<file path="config.mk">
export PLATFORM = sky130hd
export DESIGN_NAME = tx_load_modulator
export DESIGN_NICKNAME = d
export VERILOG_FILES = /design/src/rtl/txm_pkg.sv /design/src/rtl/txm_encoder.sv /design/src/rtl/txm_modulator.sv /design/src/rtl/tx_load_modulator.sv
export SDC_FILE = /design/constraint.sdc
export NUM_CORES = 1
export LEC_CHECK = 0
export BUFFER_PORTS_ARGS = -buffer_cell sky130_fd_sc_hd__buf_2
export CORE_AREA = 3 3 40 42
export DETAILED_ROUTE_END_ITERATION = 7
export DIE_AREA = 0 0 43 45
export HOLD_SLACK_MARGIN = 0.05
export PLACE_DENSITY = 0.66
export SLEW_MARGIN = 20
export SYNTH_ARGS = -nofsm -noshare
export SYNTH_HDL_FRONTEND = slang
export SYNTH_HIERARCHICAL = 1
export SYNTH_SLANG_ARGS = --single-unit
</file>
<file path="constraint.sdc">
create_clock -name clk -period 1.1 [get_ports clk]
set_input_delay 0.165 -clock clk [delete_from_list [all_inputs] [get_ports clk]]
set_output_delay 0.165 -clock clk [all_outputs]
set_load 0.02 [all_outputs]
</file>
<file path="src/rtl/txm_pkg.sv">
package txm_pkg;
  localparam int SEL_W = 2;

  localparam logic [SEL_W-1:0] ENC_NRZ   = 2'b00;
  localparam logic [SEL_W-1:0] ENC_MAN   = 2'b01;
  localparam logic [SEL_W-1:0] ENC_MIL   = 2'b10;
  localparam logic [SEL_W-1:0] ENC_NRZ_B = 2'b11;

  localparam logic [SEL_W-1:0] MOD_AM    = 2'b00;
  localparam logic [SEL_W-1:0] MOD_PSK1  = 2'b01;
  localparam logic [SEL_W-1:0] MOD_PSK2  = 2'b10;
  localparam logic [SEL_W-1:0] MOD_SUB   = 2'b11;
endpackage

</file>
<file path="src/rtl/txm_encoder.sv">
module txm_encoder
  import txm_pkg::*;
(
  input  logic             clk,
  input  logic             rst,
  input  logic             tx_en,
  input  logic             bit_stb,
  input  logic             half_stb,
  input  logic             data_in,
  input  logic [SEL_W-1:0] enc_sel,
  input  logic             inv_en,
  output logic             coded
);
  logic raw_q;   // coded level before the inverter
  logic bit_q;   // current bit; doubles as the previous bit at the next bit start

  always_ff @(posedge clk) begin
    if (rst || !tx_en) begin
      raw_q <= 1'b0;
      bit_q <= 1'b0;
    end else if (bit_stb) begin
      bit_q <= data_in;
      case (enc_sel)
        ENC_MAN: raw_q <= ~data_in;
        ENC_MIL: if (!data_in && !bit_q) raw_q <= ~raw_q;
        default: raw_q <= data_in;
      endcase
    end else if (half_stb) begin
      case (enc_sel)
        ENC_MAN: raw_q <= bit_q;
        ENC_MIL: if (bit_q) raw_q <= ~raw_q;
        default: raw_q <= raw_q;
      endcase
    end
  end

  assign coded = raw_q ^ inv_en;


  nrz_capture_chk: assert property (@(posedge clk) disable iff (rst)
    (tx_en && bit_stb && (enc_sel == ENC_NRZ || enc_sel == ENC_NRZ_B))
      |=> (raw_q == $past(data_in)));


  man_first_half_chk: assert property (@(posedge clk) disable iff (rst)
    (tx_en && bit_stb && enc_sel == ENC_MAN) |=> (raw_q == !$past(data_in)));
endmodule

</file>
<file path="src/rtl/txm_modulator.sv">
module txm_modulator
  import txm_pkg::*;
(
  input  logic             clk,
  input  logic             rst,
  input  logic             tx_en,
  input  logic             bit_stb,
  input  logic             coded,
  input  logic [SEL_W-1:0] mod_sel,
  output logic             load_q
);
  logic bs_d;       // bit start, aligned with the new coded level
  logic coded_d;    // coded level one clock earlier
  logic phase_q;    // half-carrier square wave
  logic flip;
  logic phase_n;
  logic load_n;

  always_comb begin
    case (mod_sel)
      MOD_PSK1: flip = bs_d && coded;
      MOD_PSK2: flip = (coded != coded_d);
      default:  flip = 1'b0;
    endcase
    phase_n = flip ? phase_q : ~phase_q;
    case (mod_sel)
      MOD_AM:  load_n = coded;
      MOD_SUB: load_n = coded & phase_n;
      default: load_n = phase_n;
    endcase
  end

  always_ff @(posedge clk) begin
    if (rst || !tx_en) begin
      bs_d    <= 1'b0;
      coded_d <= 1'b0;
      phase_q <= 1'b0;
      load_q  <= 1'b0;
    end else begin
      bs_d    <= bit_stb;
      coded_d <= coded;
      phase_q <= phase_n;
      load_q  <= load_n;
    end
  end


  off_when_idle_chk: assert property (@(posedge clk) disable iff (rst)
    !tx_en |=> !load_q);


  am_follow_chk: assert property (@(posedge clk) disable iff (rst)
    (tx_en && mod_sel == MOD_AM) |=> (load_q == $past(coded)));


  sub_quiet_chk: assert property (@(posedge clk) disable iff (rst)
    (tx_en && mod_sel == MOD_SUB && !coded) |=> !load_q);


  psk_toggle_chk: assert property (@(posedge clk) disable iff (rst)
    (tx_en && $past(tx_en) && mod_sel == MOD_PSK1 && $past(mod_sel) == MOD_PSK1 && !bs_d)
      |=> (load_q != $past(load_q)));
endmodule

</file>
<file path="src/rtl/tx_load_modulator.sv">
module tx_load_modulator
  import txm_pkg::*;
(
  input  logic             clk,
  input  logic             rst,
  input  logic             tx_en,
  input  logic             bit_stb,
  input  logic             half_stb,
  input  logic             data_in,
  input  logic [SEL_W-1:0] enc_sel,
  input  logic             inv_en,
  input  logic [SEL_W-1:0] mod_sel,
  output logic             load_on
);
  logic coded;

  txm_encoder u_enc (
    .clk      (clk),
    .rst      (rst),
    .tx_en    (tx_en),
    .bit_stb  (bit_stb),
    .half_stb (half_stb),
    .data_in  (data_in),
    .enc_sel  (enc_sel),
    .inv_en   (inv_en),
    .coded    (coded)
  );

  txm_modulator u_mod (
    .clk      (clk),
    .rst      (rst),
    .tx_en    (tx_en),
    .bit_stb  (bit_stb),
    .coded    (coded),
    .mod_sel  (mod_sel),
    .load_q   (load_on)
  );
endmodule

</file>
### Word level (Yosys, flattened, before mapping)

Index checks and enable logic that the tools add are counted.

* output and inout port bits: 1
* register bits: 6
* word-level logic and storage cells: 38
* input port bits: 11

* multiplexer cells: 9
* equality and inequality tests: 8
* bitwise operators: 5
* reduce and logical (&&, ||, !) cells: 10

Operators with widths (number)
* $pmux 1 s2: 4
* $eq 2x2->1 const B: 3
* $ne 3x2->1 const B: 2
* $mux 1: 5
* $eq 2x1->1 const B: 2
* $reduce_and 4->1: 1
* $logic_not 1->1: 3
* $not 1->1: 3
* $reduce_bool 3->1: 1
* $logic_and 1x1->1: 2
* $logic_not 2->1: 1
* $reduce_bool 2->1: 1
* $and 1x1->1: 1
* $logic_or 1x1->1: 1
* $ne 1x1->1: 1
* $xor 1x1->1: 1

### Depth between registers and ports, before layout

Gate-level depths: netlist of run 1.

* word-level depth: 6
* mapped depth: 6

### By module

The synthesis of run 1 kept the hierarchy.

Modules (own cells, without submodules)
* txm_modulator: area each 266.5 um2, times used 1, cells each 29
* txm_encoder: area each 198.9 um2, times used 1, cells each 24

### Worst setup path before layout of run 1

Ideal clock, no wire load.

* path kind: input to register
* start: in enc_sel[0]
* end: reg u_enc.raw_q
* stages: 5
* arrival time: 1.059 ns
* path buffers: 0
* required time: 0.972 ns
* setup time: 0.128 ns
* path slack: -0.086 ns
* cells stage by stage: inv_1 > ha_1 > a221o_1 > a311oi_1 > a211oi_1

* cells in the longest elaborated chain, start to end: 4
* elaborated cells on any way between the ends: 10
* classes of those cells: eq/ne: 4; mux: 4; reduce/logical: 2

Ends and longest elaborated chain
* start: declaration: RTL line tx_load_modulator.sv:10 `input logic [SEL_W-1:0] enc_sel,`
* $eq 2x2->1 or $eq 2x1->1 (tied branches): RTL line txm_encoder.sv:23, txm_encoder.sv:29
* $pmux 1 s2: RTL line txm_encoder.sv:29 `case (enc_sel)`
* $mux 1: RTL line txm_encoder.sv:28 `end else if (half_stb) begin`
* $mux 1: RTL line txm_encoder.sv:21 `end else if (bit_stb) begin`
* end signal: assignment: RTL line txm_encoder.sv:24 `ENC_MAN: raw_q <= ~data_in;`
* end signal: assignment: RTL line txm_encoder.sv:25 `ENC_MIL: if (!data_in && !bit_q) raw_q <= ~raw_q;`
* end signal: assignment: RTL line txm_encoder.sv:30 `ENC_MAN: raw_q <= bit_q;`
* end: declaration: RTL line txm_encoder.sv:14 `logic raw_q;`

Several ways; a longest one is shown, not always the timed one. The select of a mux whose other input is x is not followed.
A chain may end at the register's enable or synchronous reset.

### Worst setup path after layout of run 1

* start: reg u_enc.raw_q
* end: reg u_enc.raw_q

* cells in the longest elaborated chain, start to end: 5
* elaborated cells on any way between the ends: 7
* classes of those cells: mux: 6; bitwise: 1

Ends and longest elaborated chain
* start signal: assignment: RTL line txm_encoder.sv:24
* start signal: assignment: RTL line txm_encoder.sv:25
* start signal: assignment: RTL line txm_encoder.sv:26 `default: raw_q <= data_in;`
* $not 1->1 (*): RTL line txm_encoder.sv:25, txm_encoder.sv:31
* $mux 1: RTL line txm_encoder.sv:31 `ENC_MIL: if (bit_q) raw_q <= ~raw_q;`
* $pmux 1 s2: RTL line txm_encoder.sv:29
* $mux 1: RTL line txm_encoder.sv:28
* $mux 1 (*): RTL line txm_encoder.sv:21

Every way passes the cells marked *; elsewhere a longest branch is shown, timed or not. The select of a mux whose other input is x is not followed.

==> results_dict.tcl, run 1 <==
set metrics [dict create \
    yosysSeqAreaShare_pct 25.8 \
    cpMaxStageDelayCell "dfxtp_4" \
    numCtsBuffers 3 \
    area.growth.synth_to_final_pct 30.6 \
    routabilityCongestion 0.765 \
    fin_crit_sh_pct 101 \
    worst_pin_slew_ps 222 \
    cts-root-buf "clkbuf_4" \
    dp.cells 80 \
    fin_cells 83 \
    period_needed_ps 1110 \
    coreArea_um2 1280 \
    drtIter0Drc 3 \
    initial_utilization_pct 36.2 \
    path_cells "inv_2 > a221o_1 > a311oi_1 > a211oi_1" \
    viasPerCell 4.90 \
    layout.nets 88 \
    fmax_ghz 0.898 \
    netlist_instances 53 \
    maxSlewHeadroom_pct 85.1 \
    io_pins 12 \
    clk_pin_slew_ps 50 \
    hold_slack_ps 201 \
    vias 407 \
    vdd_drop_max_v 0.000373 \
    design.die.area_um2 1940 \
    dpl.hpwl_um 656 \
    failed_checks "setup timing" \
    start_kind "register" \
    ctsHoldBuffers 0 \
    p_leak_nw 0.289 \
    syn_area_um2 465 \
    cp_slowest_stage_delay_ps 360 \
    numPortBuffers 11 \
    grt_max_degree 8 \
    grt_pass1_wl_mm 1.45 \
    cp.required_ps 1220 \
    route.detailed.drc 0 \
    fin_skew_ps 4.04 \
    die_h_um 45 \
    worstSkewPairLatency_ps 240 \
    num_rows 13 \
    crit_buf_inv 1 \
    antenna_found_initial 0 \
    crit_type "register to register" \
    rsz0062_at_grt "yes" \
    cts_sinks 6 \
    placed_cell_area_um2 559 \
    finalHoldViolCount 0 \
    synth_cell_types 27 \
    antenna_cells 0 \
    finalMaxSlewViolations 0 \
    min_path_type "input port to register" \
    chipWidth_um 43 \
    tritoncts "done" \
    yosys_warnings 6 \
    endpoint_kind "register" \
    wirelength_um 793 \
    final_common_cell "buf_2" \
    ys_ff_latch 6 \
    syn_avg_cell_area_um2 8.78 \
    worst-endpoint-arrival_ps 1230 \
    drive_gt1_share_pct 39.7 \
    syn-num-nets 71 \
    pre_cts_ws_ps -168 \
    status "finished with violations" \
    worstPathMaxFanout 3 \
    overflow 0 \
    fin_ws_ps -14.1 \
    drtPass1Iterations 2 \
    wl_per_cell_um 9.55 \
    crit_family "compound AO/OA/AOI/OAI gates" \
    clockBufferDepth 2 \
    final_cell_mix "buf_2, ha_1, inv_1, nand2b_1" \
    grt_pass1_vias 347 \
    grt_usage_pct 10.5 \
    maxCapViolations 0 \
    p_per_area_nw_per_um2 949 \
    finalSetupViolations 1 \
    final_area_um2 608 \
    nFillCells 131 \
    antenna_left 0 \
    cts_htree_levels 1 \
]
[worst paths after layout]
| kind | from | to | slack (ps) | depth (start not counted) |
|---|---|---|---|---|
| worst max register to register | u_enc/raw_q | u_enc/raw_q | -10 | 4 |
| worst min register to register | u_enc/raw_q | u_enc/raw_q | 510 | 2 |
| worst max-delay path | u_enc/raw_q | u_enc/raw_q | -10 | 4 |
| worst min-delay path | tx_en | u_enc/bit_q | 200 | 3 |
[cell families (layout without fill, tap and decap cells)]
| kind of cell | Yosys count | in the layout | synth area share, % |
|---|---|---|---|
| xor+xnor | 1 | 1 | 1.88 |
| compound gates | 13 | 13 | 21.8 |
| buf+inv | 7 | 22 | 5.65 |
| flops | 6 | 6 | 25.8 |
| mux | 1 | 1 | 2.15 |
| simple gates | 18 | 18 | 23.9 |
| fa+ha+maj | 7 | 7 | 18.8 |
[Yosys cell counts]
cell type | instances | area share (%)
a21boi_2 | 1 | 2.4
nand2_1 | 4 | 3.2
or2b_1 | 1 | 1.6
nand2b_1 | 5 | 6.7
ha_1 | 7 | 19
inv_1 | 5 | 4.0
o21ai_1 | 1 | 1.1
mux2i_1 | 1 | 2.2
o21a_1 | 2 | 3.2
a221o_1 | 1 | 2.2
nor2b_4 | 1 | 3.0
dfxtp_1 | 6 | 26
o21ai_0 | 1 | 1.1
o211ai_1 | 1 | 1.6
a311oi_1 | 1 | 1.9
xor2_1 | 1 | 1.9
nor2b_1 | 1 | 1.3
inv_2 | 2 | 1.6
nand3b_1 | 1 | 1.6
o221ai_1 | 1 | 1.9
a211oi_1 | 1 | 1.6
and3_2 | 1 | 1.6
o31a_1 | 1 | 1.9
a21oi_1 | 1 | 1.1
o2111ai_1 | 1 | 1.9
nor2_1 | 2 | 1.6
and2_2 | 2 | 3.2
[state kept, by name (all words and copies together) (netlist names)]
name and flops:
u_enc/bit_q 1, u_enc/raw_q 1, u_mod/bs_d 1, u_mod/coded_d 1, u_mod/load_q 1, u_mod/phase_q 1
[per-stage QoR]
step	TNS, ps	total power, mW	util (%)
final	-14.1	0.577	47.3
after global routing	-232	0.623	47.3
after CTS	-15.4	0.583	46.2
after detailed placement	-323	0.374	43.5
after global placement	-288	0.371	43.5
after floorplan	0	0.323	-
[worst min-delay path: stages]
cell	delay (ps)
buf_2	100
nand2b_1	80
nor2_1	50
[cell type report]
type / count / area [um^2] / area share (%)
inverter: 7 / 26.3 / 4.32
clock buffer: 3 / 22.5 / 3.70
multi-input combinational: 40 / 353 / 58.0
tap: 15 / 18.8 / 3.09
sequential: 6 / 125 / 20.6
timing repair buffer: 12 / 62.6 / 10.3
[repair_timing]
item,4_1_cts,5_1_grt
setup endpoints to repair,3,3
resized for setup,4,3
buffers inserted,0,0
pin swaps,0,2
[where the power goes]
| group | internal, mW | total (mW) | switching, mW |
|---|---|---|---|
| Clock | 0.123 | 0.199 | 0.0762 |
| Sequential | 0.230 | 0.238 | 0.00836 |
| Combinational | 0.0735 | 0.139 | 0.0658 |
[per-layer routing]
metal  part of all wire [%]  global-route usage (%)  vias up  wire length (um)
li1                       -                       -      214                 -
met1                     44                    12.7      181               351
met2                     48                    14.7       10               379
met3                    4.8                    2.79        2                38
met4                    3.0                    10.8        0                24
met5                      0                       0        -                 0
Power figures use the tool's default switching activity.
==> run 2: changes to the inputs <==
PLACE_DENSITY = 0.67   (was 0.66)
SLEW_MARGIN = default   (was 20)
SYNTH_HIERARCHICAL = default   (was 1)
==> run 2 against run 1 <==
- the flow still finishes with violations (setup timing)
- critical endpoint is now u_mod.load_q
- combinational power increased by 60%
- cell area increased by 18%
- register-to-register slack about the same
- highest routed layer unchanged
- non-clock buffer count increased by 7
==> results_dict.tcl, run 2 <==
set metrics [dict create \
    status "finished with violations" \
    failed_checks "setup timing" \
    antenna_found_initial 0 \
    worst_pin_slew_ps 290 \
    overflow 0 \
    yosysTopAreaCell "dfxtp_1" \
    coreArea_um2 1280 \
    power.switching_mw 0.182 \
    top_layer "met4" \
    drtPass1Iterations 2 \
    layout.nets 93 \
    hold_slack_ps 213 \
    wl_per_cell_um 11.0 \
    route.detailed.drc 0 \
    dr_wl_met3_um 43 \
    drive_gt1_share_pct 54.1 \
    cts-root-buf "clkbuf_4" \
    routabilityCongestion 0.694 \
    clk_pin_slew_ps 40 \
    clock_power_share_pct 30.2 \
    synth-edff-count 0 \
    area.growth.synth_to_final_pct 49.9 \
    cp.required_ps 1290 \
    numPortBuffers 11 \
    synth_top_area_share_pct 25.1 \
    grt_pass1_wl_mm 1.77 \
    cp_slowest_stage_delay_ps 360 \
    final_cell_mix "buf_2, buf_4, nor2b_1" \
    chipWidth_um 43 \
    syn_area_um2 479 \
    maxCapViolations 0 \
    wl_met1_um 420 \
    path_cells "xnor2_4 > buf_6 > o32ai_4 > o311a_1" \
    crit_type "register to register" \
    synthTopCellsByArea "dfxtp_1, ha_1, nor2b_1" \
    synth_cell_types 27 \
    yosys_warnings 0 \
    yosysSeqAreaShare_pct 25.1 \
    die_h_um 45 \
    finalMaxSlewViolations 0 \
    placed_cell_area_um2 638 \
    grt_pass1_vias 424 \
    pre_cts_ws_ps -230 \
    numCtsBuffers 3 \
    fin_util_pct 55.9 \
    netlist_instances 52 \
    maxSlewHeadroom_pct 80.6 \
    dp.cells 85 \
    viasPerCell 4.93 \
    cts_sinks 6 \
    p_sw_share_pct 27.5 \
    min_path_type "input port to register" \
    cts_htree_levels 1 \
    fin_skew_ps 0.531 \
    synthFlopType "dfxtp_1" \
    p_int_mw 0.479 \
    fin_crit_sh_pct 100 \
    design.die.area_um2 1940 \
    finalHoldViolCount 0 \
    start_kind "register" \
    fmax_ghz 0.907 \
    fin_cells 89 \
    clockBufferDepth 2 \
    worst-endpoint-arrival_ps 1290 \
    vias 439 \
    tritoncts "done" \
    comb_power_share_pct 33.7 \
    rsz0062_at_grt "yes" \
    worstPathMaxFanout 4 \
    p_leak_nw 0.325 \
    antenna_cells 0 \
    finalSetupViolations 1 \
    grt_max_degree 6 \
    grt_usage_pct 12.6 \
    synth.top_cells.by_count "dfxtp_1, ha_1, nand2_1, nor2b_1, inv_1" \
    final_area_um2 718 \
    seq_power_share_pct 36.1 \
    async_reset_ff_share_pct 0 \
    syn-num-nets 69 \
    cpMaxStageDelayCell "dfxtp_4" \
    wl_met2_um 495 \
    period_needed_ps 1100 \
    syn_avg_cell_area_um2 9.22 \
    vdd_drop_max_v 0.000668 \
    initial_utilization_pct 37.3 \
    crit_buf_inv 1 \
    dpl.hpwl_um 821 \
    fin_ws_ps -2.80 \
    endpoint_kind "register" \
    worstSkewPairLatency_ps 240 \
    drtIter0Drc 1 \
    crit_family "compound AO/OA/AOI/OAI gates" \
    final_common_cell "buf_2" \
    antenna_left 0 \
    num_rows 13 \
    io_pins 12 \
    ctsHoldBuffers 0 \
    ys_ff_latch 6 \
    wirelength_um 982 \
    p_per_area_nw_per_um2 921 \
]
## run 2: changes by cell type in the layout (fill, tap and decap cells not counted), sizes merged, moves of 2 or more
cell and change:
nor2b +3, xnor2 +2, inv -3, buf +7
o21a -2
## run 2: per-layer routing
layer / track usage, % / up-vias
met5: 0 / -
met4: 9.04 / 0
met3: 3.59 / 3
met2: 20.7 / 11
met1: 14.0 / 198
li1: - / 227
## run 2: timing repair
| action | 4_1_cts | 5_1_grt |
|---|---|---|
| endpoints found under the setup margin | 3 | 3 |
| pin swaps | 3 | 2 |
| setup buffers | 1 | 0 |
| resized for setup | 4 | 6 |
## run 2: path summary, 6_finish.rpt
path	from	end	slack (ps)	cells after the start
worst max-delay path	u_enc.raw_q	u_mod.load_q	-3	4
worst min-delay path	data_in	u_enc.bit_q	210	3
worst max register to register	u_enc.raw_q	u_mod.load_q	-3	4
worst min register to register	u_enc.bit_q	u_enc.bit_q	520	2
## run 2: cell type report
class / count / area [um^2]
inverters: 4 / 15.0
well taps: 15 / 18.8
fillers: 122 / 567
multi-input cells: 42 / 417
clock buffers: 3 / 22.5
flip-flops and latches: 6 / 126
repair buffers: 19 / 119
## run 2: worst reg2reg max path: stages (launching register included)
cell	delay, ps
dfxtp_4	360
xnor2_4	140
buf_6	130
o32ai_4	240
o311a_1	180
## run 2: logic make-up after synthesis
family | after synthesis | share of synthesized area, %
AOI/OAI and AO/OA | 11 | 17.8
xor gates and xnor gates | 2 | 5.22
adders and majority gates | 6 | 15.7
buffers and inverters | 4 | 3.13
DFF | 6 | 25.1
muxes | 1 | 2.09
and+or+nand+nor | 22 | 31.1
## run 2: per-stage QoR
step | TNS [ps] | total power, mW
after global placement | -488 | 0.424
after CTS | -7.23 | 0.646
final | -2.80 | 0.661
after detailed placement | -585 | 0.428
after global routing | -138 | 0.719
after floorplan | -1.78 | 0.352
## run 2: power groups by stage
stage	Combinational [mW]	Clock [mW]	Sequential (mW)
2_1_floorplan	0.107	0	0.245
3_3_place_gp	0.182	0	0.242
3_5_place_dp	0.186	0	0.242
4_1_cts	0.197	0.209	0.239
5_1_grt	0.244	0.234	0.240
6_report	0.223	0.199	0.239
